<file path="config.mk">
export PLATFORM = sky130hd
export DESIGN_NAME = dot_column_cell
export DESIGN_NICKNAME = d
export VERILOG_FILES = /design/src/rtl/dot_cell_pkg.sv /design/src/rtl/dot_cell_ctrl.sv /design/src/rtl/dot_cell_datapath.sv /design/src/rtl/dot_column_cell.sv
export SDC_FILE = /design/constraint.sdc
export NUM_CORES = 1
export LEC_CHECK = 0
export ABC_AREA = 1
export BUFFER_PORTS_ARGS = -buffer_cell sky130_fd_sc_hd__buf_4
export CAP_MARGIN = 20
export CORE_ASPECT_RATIO = 0.8
export CORE_MARGIN = 3
export CORE_UTILIZATION = 30
export DETAILED_ROUTE_END_ITERATION = 10
export PLACE_DENSITY_LB_ADDON = 0.2
export SETUP_SLACK_MARGIN = 0.2
export SLEW_MARGIN = 20
export SYNTH_ARGS = -nofsm -noshare
export SYNTH_HDL_FRONTEND = slang
export SYNTH_SLANG_ARGS = --single-unit
</file>
<file path="constraint.sdc">
create_clock -name clk -period 12.5 [get_ports clk]
set_clock_uncertainty 0.05 [all_clocks]
set_input_delay 0.625 -clock clk [delete_from_list [all_inputs] [get_ports clk]]
set_output_delay 0.625 -clock clk [all_outputs]
set_load 0.02 [all_outputs]
</file>
<file path="src/rtl/dot_cell_pkg.sv">
package dot_cell_pkg;
  // Strobes from the control to the datapath, valid for the current beat.
  typedef struct packed {
    logic wrWeight; // store inData at the current address
    logic macEn;    // fold a product into the running sum
    logic first;    // current address is zero: start a fresh sum
    logic emit;     // finished sum goes into the result chain
  } cellCtrl_t;
endpackage

</file>
<file path="src/rtl/dot_cell_ctrl.sv">
module dot_cell_ctrl
  import dot_cell_pkg::*;
#(
  parameter int DEPTH = 8,
  localparam int ADDR_W = (DEPTH > 1) ? $clog2(DEPTH) : 1
) (
  input  logic              clk,
  input  logic              rstN,
  input  logic              inValid,
  input  logic              colLoad,
  input  logic              rowEnd,
  output logic [ADDR_W-1:0] addr,
  output cellCtrl_t         ctrl
);
  localparam logic [ADDR_W-1:0] LAST_ADDR = ADDR_W'(DEPTH - 1);

  always_ff @(posedge clk) begin
    if (!rstN) begin
      addr <= '0;
    end else if (inValid) begin
      if (rowEnd || addr == LAST_ADDR) addr <= '0;
      else                             addr <= addr + 1'b1;
    end
  end

  always_comb begin
    ctrl.wrWeight = inValid && colLoad;
    ctrl.macEn    = inValid && !colLoad;
    ctrl.first    = (addr == '0);
    ctrl.emit     = inValid && !colLoad && rowEnd;
  end
endmodule

</file>
<file path="src/rtl/dot_cell_datapath.sv">
module dot_cell_datapath
  import dot_cell_pkg::*;
#(
  parameter int DATA_W     = 16,
  parameter int ACC_W      = 32,
  parameter int DEPTH      = 8,
  parameter int FRAC_SHIFT = 8,
  localparam int ADDR_W = (DEPTH > 1) ? $clog2(DEPTH) : 1
) (
  input  logic                     clk,
  input  logic                     rstN,
  input  cellCtrl_t                ctrl,
  input  logic [ADDR_W-1:0]        addr,
  input  logic                     inValid,
  input  logic                     rowEnd,
  input  logic signed [DATA_W-1:0] inData,
  input  logic                     chainInValid,
  input  logic signed [ACC_W-1:0]  chainInData,
  output logic                     fwdValid,
  output logic                     fwdRowEnd,
  output logic signed [DATA_W-1:0] fwdData,
  output logic                     chainOutValid,
  output logic signed [ACC_W-1:0]  chainOutData
);
  localparam int PROD_W      = 2 * DATA_W;
  localparam int CHAIN_DEPTH = 2;

  logic signed [DATA_W-1:0] wMem [DEPTH];
  logic signed [DATA_W-1:0] wSel;
  logic signed [PROD_W-1:0] prod;
  logic signed [PROD_W-1:0] scaled;
  logic signed [ACC_W-1:0]  term;
  logic signed [ACC_W-1:0]  acc;
  logic signed [ACC_W-1:0]  sum;

  // Local weight column.
  always_ff @(posedge clk) begin
    if (ctrl.wrWeight) wMem[addr] <= inData;
  end

  // Multiply, scale, accumulate.
  always_comb begin
    wSel   = wMem[addr];
    prod   = inData * wSel;
    scaled = prod >>> FRAC_SHIFT;
    term   = ACC_W'(scaled);
    sum    = ctrl.first ? term : acc + term;
  end

  always_ff @(posedge clk) begin
    if (!rstN)           acc <= '0;
    else if (ctrl.macEn) acc <= sum;
  end

  // Input stream repeated one cycle later for the next cell.
  always_ff @(posedge clk) begin
    if (!rstN) begin
      fwdValid  <= 1'b0;
      fwdRowEnd <= 1'b0;
      fwdData   <= '0;
    end else begin
      fwdValid  <= inValid;
      fwdRowEnd <= rowEnd;
      fwdData   <= inData;
    end
  end

  // Result chain: the first slot takes our sum or the neighbour's, later slots shift.
  logic                    slotV [CHAIN_DEPTH];
  logic signed [ACC_W-1:0] slotD [CHAIN_DEPTH];

  always_ff @(posedge clk) begin
    if (!rstN) begin
      slotV[0] <= 1'b0;
      slotD[0] <= '0;
    end else if (ctrl.emit) begin
      slotV[0] <= 1'b1;
      slotD[0] <= sum;
    end else begin
      slotV[0] <= chainInValid;
      slotD[0] <= chainInData;
    end
  end

  for (genvar s = 1; s < CHAIN_DEPTH; s++) begin : gChain
    always_ff @(posedge clk) begin
      if (!rstN) begin
        slotV[s] <= 1'b0;
        slotD[s] <= '0;
      end else begin
        slotV[s] <= slotV[s-1];
        slotD[s] <= slotD[s-1];
      end
    end
  end

  assign chainOutValid = slotV[CHAIN_DEPTH-1];
  assign chainOutData  = slotD[CHAIN_DEPTH-1];
endmodule

</file>
<file path="src/rtl/dot_column_cell.sv">
module dot_column_cell
  import dot_cell_pkg::*;
#(
  parameter int DATA_W     = 16,
  parameter int ACC_W      = 32,
  parameter int DEPTH      = 8,
  parameter int FRAC_SHIFT = 8
) (
  input  logic                     clk,
  input  logic                     rstN,
  input  logic                     inValid,
  input  logic                     colLoad,
  input  logic                     rowEnd,
  input  logic signed [DATA_W-1:0] inData,
  input  logic                     chainInValid,
  input  logic signed [ACC_W-1:0]  chainInData,
  output logic                     fwdValid,
  output logic                     fwdRowEnd,
  output logic signed [DATA_W-1:0] fwdData,
  output logic                     chainOutValid,
  output logic signed [ACC_W-1:0]  chainOutData
);
  localparam int ADDR_W = (DEPTH > 1) ? $clog2(DEPTH) : 1;

  logic [ADDR_W-1:0] addr;
  cellCtrl_t         ctrl;

  dot_cell_ctrl #(.DEPTH(DEPTH)) uCtrl (
    .clk(clk), .rstN(rstN), .inValid(inValid), .colLoad(colLoad),
    .rowEnd(rowEnd), .addr(addr), .ctrl(ctrl)
  );

  dot_cell_datapath #(
    .DATA_W(DATA_W), .ACC_W(ACC_W), .DEPTH(DEPTH), .FRAC_SHIFT(FRAC_SHIFT)
  ) uPath (
    .clk(clk), .rstN(rstN), .ctrl(ctrl), .addr(addr),
    .inValid(inValid), .rowEnd(rowEnd), .inData(inData),
    .chainInValid(chainInValid), .chainInData(chainInData),
    .fwdValid(fwdValid), .fwdRowEnd(fwdRowEnd), .fwdData(fwdData),
    .chainOutValid(chainOutValid), .chainOutData(chainOutData)
  );
endmodule

</file>
# Yosys cells after proc, flatten, opt, wreduce, memory -nomap -nowiden
# Memories as Yosys holds them, arrays and structs flattened. A register that Yosys moved wholly into a read port is not among the register bits.
# Index checks and enable logic that the tools add are counted.
# Widths: inputs -> output; s select.
# totals
rom_bits,0
memories,3
latchBits,0
word_cells,44
ff_bits,53
ram_bits,194
inputBits,54
out_inout_bits,51
# classes
n_bitwise,6
mux,20
add_sub_neg,2
multipliers,1
n_reduce_logical,6
n_eq_ne,1
order_cmp,0
shifts,0
div,0
# memory_table
memory,depth,width,rd,rd_ports_with_merged_regs,wr,line_no,source
uPath.wMem,8,16,1,1,1,dot_cell_datapath.sv:28,logic signed [DATA_W-1:0] wMem [DEPTH];
uPath.slotD,2,32,2,0,2,dot_cell_datapath.sv:70,logic signed [ACC_W-1:0] slotD [CHAIN_DEPTH];
uPath.slotV,2,1,2,0,2,dot_cell_datapath.sv:69,logic slotV [CHAIN_DEPTH];
# op_table
operator,n
$mux 32,4
$add 32x24->32,1
$mul 16x16->32,1
$mux 1,13
$mux 3,3
$or 1x1->1,6
$add 3x1->3 const B,1
$eq 3x3->1 const B,1
$logic_and 1x1->1,3
$logic_not 3->1,1
$logic_not 1->1,1
$logic_or 1x1->1,1

# Depth between registers and ports, before layout
# Gate-level depths: netlist of run 1.
# logic_depth
depth_word,8
depth_mapped,46
ltp_nobuf,45

# Modules after synthesis
# From an unflattened synthesis of run 1, not the netlist that was laid out.
# hier_totals
hier_cells,2507
hier_area_um2,21346.7
# modules_own_cells
module,cells_each,seq_area_each_um2,instances,area_per_inst_um2
dot_cell_datapath,2480,6496.2,1,21154.0
dot_cell_ctrl,27,60.1,1,192.7

# Least setup slack after synthesis of run 1
# OpenSTA, ideal clock, no wires.
# synth_timing
kind,flip-flop to flip-flop
startpoint,reg with a tool-made name
endpoint,mem uPath.slotD[0][31] (data pin)
stages_incl_launch_ff,41
setup_slack_ns,4.271
setup_ns,0.253
arrival_time_ns,7.927
required_time_ns,12.197
period_less_slack_ns,8.229
cell_sequence,dfxtp_1 > inv_2 > clkbuf_1 > clkbuf_1 > o21ai_0 > o221ai_1 > nand2_1 > nor2_1 > inv_1 > fa_1 > inv_1 > fa_1 > fa_1 > fa_1 > fa_1 > inv_1 > fa_1 > inv_1 > (+5 left out) > a211oi_1 > nand2_2 > nand2_4 > nand2_1 > inv_1 > ha_1 > a21oi_1 > o21ai_0 > a21oi_1 > o21ai_0 > a21oi_1 > nand2_1 > nand2_1 > nand3_1 > nand3_1 > nand2_1 > nand2_1 > nand2_1
# synth_lines
element,line_no
"end, declared",dot_cell_datapath.sv:70

==> results of run 1 <==
[critical path: cells and delay by family, from the launching register on]
family	cells	cell delay (ns)
AOI/OAI and AO/OA	9	2.02
adders and majority gates	8	4.16
buffers and inverters	9	2.04
DFF	1	0.31
and+or+nand+nor	11	1.75
[kinds of logic (layout without fill, tap and decap cells)]
group,Yosys count,after routing
buffers and inverters,586,685
adder cells (fa/ha/maj),379,379
XOR/XNOR,33,33
other,1,33
AND/OR/NAND/NOR,986,986
AO/OA/AOI/OAI,266,266
flip-flops,250,250
[sequential cells by signal, indices dropped and copies added (netlist names), named ones only]
name and flops:
uPath.slotV 2, uPath.acc 32, uPath.fwdData 16, uPath.fwdValid 1, uPath.slotD 64, uPath.wMem 128, uCtrl.addr 3, uPath.fwdRowEnd 1
[path summary, 6_finish.rpt]
path                                                   start                             to
worst max-delay path                                    flop   uPath.slotD[0][26]$_DFFE_PP_
worst min-delay path                                 inValid      uPath.fwdValid$_SDFF_PN0_
worst max register to register                          flop   uPath.slotD[0][26]$_DFFE_PP_
worst min register to register  uPath.slotD[0][12]$_DFFE_PP_  uPath.slotD[1][12]$_SDFF_PN0_
[routing by layer]
| metal | routed length (um) | part of all wire (%) | GRT usage [%] | vias up |
|---|---|---|---|---|
| met4 | 852 | 1.3 | 2.86 | 0 |
| met3 | 5280 | 8.3 | 4.22 | 60 |
| met5 | 0 | 0 | 0 | - |
| met2 | 25900 | 41 | 25.0 | 498 |
| li1 | - | - | - | 7904 |
| met1 | 31800 | 50 | 26.4 | 8312 |
[cell usage in the layout, fill, tap and decap left out, types with 4 or more instances in the layout]
master,netlist,routed
a211oi_1,4,4
a21o_1,4,4
a21oi_1,72,72
a22o_1,4,4
a31oi_1,8,8
and2_1,9,9
buf_4,2,121
clkbuf_1,59,5
clkbuf_16,0,30
clkinv_1,7,15
conb_1,1,33
dfxtp_1,89,88
edfxtp_1,161,161
fa_1,262,262
ha_1,117,117
inv_1,498,498
nand2_1,516,516
nand2_2,6,6
nand3_1,68,68
nand3_2,4,4
nand3b_1,9,9
nand4_1,10,10
nor2_1,333,331
nor3_1,16,16
nor4_1,4,4
o21a_1,5,5
o21ai_0,113,113
o21ai_1,11,11
o21bai_1,6,6
o221ai_1,28,28
or2_2,4,4
xnor2_1,11,11
xor2_1,22,22
[metrics by stage]
| step | cells | hold WS, ns | setup slack, ns |
|---|---|---|---|
| after floorplan | 2533 | 0.356 | 4.27 |
| after global placement | 3500 | 0.364 | 2.10 |
| after detailed placement | 3500 | 0.366 | 1.98 |
| after CTS | 3556 | 0.195 | 1.95 |
| after global routing | 3556 | 0.213 | 1.02 |
| final | 3556 | 0.223 | 1.91 |
[layout make-up]
class	instances	area [sq um]	share of cell area, %
multi-input combinational	1697	12700	52.3
sequential	250	6620	27.3
inverter	508	1910	7.86
tap	924	1160	4.76
timing repair buffer	121	908	3.74
clock buffer	38	811	3.34
clock inverter	18	189	0.778
==> impl_metrics.yaml, run 1 <==
cts:
  holdBufCountCts: 0
  htree_num_levels: 1
  cts_buffers: 30
  tritoncts: "done"
  clock_latency_ns: 0.59
  cts-resized-gates: 0
  post-cts-setup-buffers: 0
  clock-sinks: 250
  root_buffer: "clkbuf_16"
  clock_path_buffers: 3
  clk_pin_slew_ns: 0.07
detailed_routing:
  first_pass_iters: 6
  drtAntennaViolNets: 0
  drtIter0Drc: 1418
  post_drt_wl_per_cell_um: 18.0
  wl_um: 63900
  via_count: 16774
  vias_per_cell: 4.72
  drcViolationCount: 0
yosys:
  synthSimpleGateAreaFrac_pct: 18.7
  yosys-top-cells-area: "fa_1 (25%), edfxtp_1 (23%), nand2_1 (9.1%)"
  synth_xor_area_share_pct: 1.35
  synth_top_area_share_pct: 24.5
  syn-cell-area_sq_um: 21400
  synth_ff_type: "edfxtp_1"
  synthMuxAreaShare_pct: 0
  synth_area_leader_cell: "fa_1"
  ys_ff_latch: 250
  postSynthAreaPerCell_sq_um: 8.56
  synth_top_family_by_area: "adder cells"
  synth_compound_area_share_pct: 7.23
  yosysUniqueCellTypes: 49
  synth_most_common_cell: "nand2_1"
  ys_async_sr_fraction_pct: 0
  synth_cells: 2501
  yosysWarnings: 0
  ys_seq_area_share_pct: 30.9
  synth_edf_count: 161
  yosys-top-cells-count: "nand2_1 (516), inv_1 (498), nor2_1 (333)"
  synth_fa_ha_area_share_pct: 31.4
placement:
  portBuffers: 104
  place.gp.congestion: 0.931
  post_dp_cell_area_sq_um: 23300
  hpwl_um: 49800
cells_and_area:
  diodes: 0
  drive_gt1_share_pct: 7.33
  fin_nets: 3041
  final_area_sq_um: 24300
  fin_util_pct: 34.8
  num-fill-cells: 7228
  syn2layout_area_growth_pct: 13.4
global_route:
  grt_max_degree: 66
  grt_overflow_total: 0
  track_usage_pct: 17.3
  grt_pass1_wl_um: 101000
  first_global_vias: 17146
  antenna_found_initial: 0
die:
  dieArea_sq_um: 74600
  start_util_pct: 30.7
  chipWidth_um: 305
  rows: 86
  die-height_um: 245
  pin_count: 105
  coreArea_sq_um: 69700
setup_path:
  crit_fanout: 65
  endpoint_kind: "flop"
  critPathKind: "reg -> reg"
  slowest_delay_ns: 0.83
  cp.arrival_ns: 10.88
  worst_ep_required_time_ns: 12.79
  r2r_setup_slack_ns: 1.91
  crit_slowest_cell: "inv_2"
  reg2reg_depth: 37
  cp-start-kind: "flop"
sta:
  hold_viol: 0
  setup_viol: 0
  period_share_pct: 84.7
  slew_headroom_pct: 26.0
  grt_setup_unrepaired: "false"
  fmax_ghz: 0.0945
  final.setup.tns_ns: 0
  maxSlewViolCount: 0
  worstMarginPinSlew_ns: 1.11
  fin_crit_ns: 10.59
worst_hold_path:
  hold_depth: 3
  min_path_type: "in -> reg"
run_status:
  status: "completed"
job:
  cap_viol_max_count: 0
Power of run 1 is left out: the tool's default activity adds up to more than one toggle a clock period on the data nets, which glitch-free logic cannot reach.
==> run 2: changes to the inputs <==
clock period = 10.48 ns   (was 12.5 ns; I/O delays follow)
==> impl_metrics.yaml, run 2 (synthesis results as in run 1) <==
run_status:
  status: "completed"
cts:
  htree_num_levels: 1
  root_buffer: "clkbuf_16"
  holdBufCountCts: 0
  clock-sinks: 250
  clock_latency_ns: 0.59
  clock_path_buffers: 3
  tritoncts: "done"
  cts_buffers: 30
  clk_pin_slew_ns: 0.07
global_route:
  top_usage_layer: "met1"
  antenna_found_initial: 0
  grt_pass1_wl_um: 101000
  track_usage_pct: 17.2
  first_global_vias: 17363
  grt_overflow_total: 0
  met3_usage_pct: 4.13
  grt_max_degree: 55
  grtUsageMet1_pct: 25.9
  grt_use_met2_pct: 25.3
sta:
  grt_setup_unrepaired: "false"
  hold_viol: 0
  fmax_ghz: 0.104
  fin_crit_ns: 9.61
  slew_headroom_pct: 38.3
  maxSlewViolCount: 0
  final.setup.tns_ns: 0
  setup_viol: 0
  whs_ns: 0.109
  worst_slack_ns: 0.870
  worstMarginPinSlew_ns: 0.925
  period_share_pct: 91.7
worst_hold_path:
  min_path_type: "in -> reg"
  holdPathEnd: "uPath.fwdValid$_SDFF_PN0_"
  min_from: "inValid"
  hold_depth: 3
setup_path:
  critPathKind: "reg -> reg"
  crit_slowest_cell: "fa_1"
  r2r_setup_slack_ns: 0.87
  cp-start-kind: "flop"
  critPathMostFrequentCell: "nand2_1"
  endpoint_kind: "flop"
  slowest_delay_ns: 0.54
  reg2reg_depth: 36
  r2r-end: "uPath.slotD[0][26]$_DFFE_PP_"
  cp.arrival_ns: 9.90
  worst_ep_required_time_ns: 10.77
  crit_fanout: 38
cells_and_area:
  final_area_sq_um: 24400
  syn2layout_area_growth_pct: 13.9
  layout_commonest_cell: "nand2_1"
  fin_nets: 3051
  drive_gt1_share_pct: 7.99
  diodes: 0
  top_register: "uPath.wMem"
  layout_common_cells: "nand2_1 (515), inv_1 (497), nor2_1 (331)"
  top_regs: "uPath.wMem x128, uPath.slotD x64, uPath.acc x32"
  largest_register_ffs: 128
detailed_routing:
  wl_um: 63600
  drtAntennaViolNets: 0
  via_count: 17021
  drcViolationCount: 0
  post_drt_wl_per_cell_um: 17.8
  vias_per_cell: 4.77
  drtIter0Drc: 1424
  first_pass_iters: 5
die:
  start_util_pct: 30.7
  dieArea_sq_um: 74600
  coreArea_sq_um: 69700
  die-height_um: 245
  rows: 86
  pin_count: 105
  chipWidth_um: 305
placement:
  pre_cts_ws_ns: 0.724
  hpwl_um: 49500
  post_dp_cell_area_sq_um: 23300
  place.gp.congestion: 0.920
  portBuffers: 104
job:
  cap_viol_max_count: 0
run 2: cell type report:
class / instances / area [sq um]
multi-input cells: 1697 / 12700
clock buffers: 35 / 790
flip-flops and latches: 250 / 6620
fillers: 7296 / 45300
inverters: 508 / 1910
clock inverters: 20 / 223
repair buffers: 131 / 983
well taps: 924 / 1160
run 2: critical path: cells and delay by family, from the launching register on:
kind	cells	cell delay, ns
buffers and inverters	6	1.04
adders and majority gates	8	3.65
AOI/OAI and AO/OA	9	2.22
xor gates and xnor gates	1	0.35
and+or+nand+nor	12	1.48
DFF	1	0.53
run 2: layer usage:
| metal | share of wire, % | vias up | wire length, um |
|---|---|---|---|
| li1 | - | 7940 | - |
| met1 | 49 | 8466 | 31100 |
| met2 | 41 | 556 | 26400 |
| met3 | 8.3 | 59 | 5280 |
| met4 | 1.3 | 0 | 842 |
| met5 | 0 | - | 0 |
run 2: how the worst max path moves through the flow:
stage / endpoint / cells after the start / from / slack (ns)
6_report: uPath.slotD[0][26]$_DFFE_PP_ / 36 / flop / 0.87
2_1_floorplan: uPath.slotD[0][31]$_DFFE_PP_ / 40 / flop / 2.25
3_5_place_dp: uPath.slotD[0][26]$_DFFE_PP_ / 37 / flop / 0.72
5_1_grt: uPath.slotD[0][30]$_DFFE_PP_ / 36 / flop / 0.24
3_3_place_gp: uPath.slotD[0][30]$_DFFE_PP_ / 38 / flop / 0.77
4_1_cts: uPath.slotD[0][26]$_DFFE_PP_ / 37 / flop / 0.70
run 2: repair_timing:
item,in CTS,in global routing
buffers inserted,0,0
setup endpoints to repair,0,16
resized for setup,0,7
hold endpoints to repair,0,0
run 2: through the flow:
stage | cells | util, %
final | 3565 | 35.0
after global routing | 3565 | 35.0
after global placement | 3510 | 33.5
after floorplan | 2533 | -
after CTS | 3565 | 34.9
after detailed placement | 3510 | 33.5
Power of run 2 is left out for the same reason.
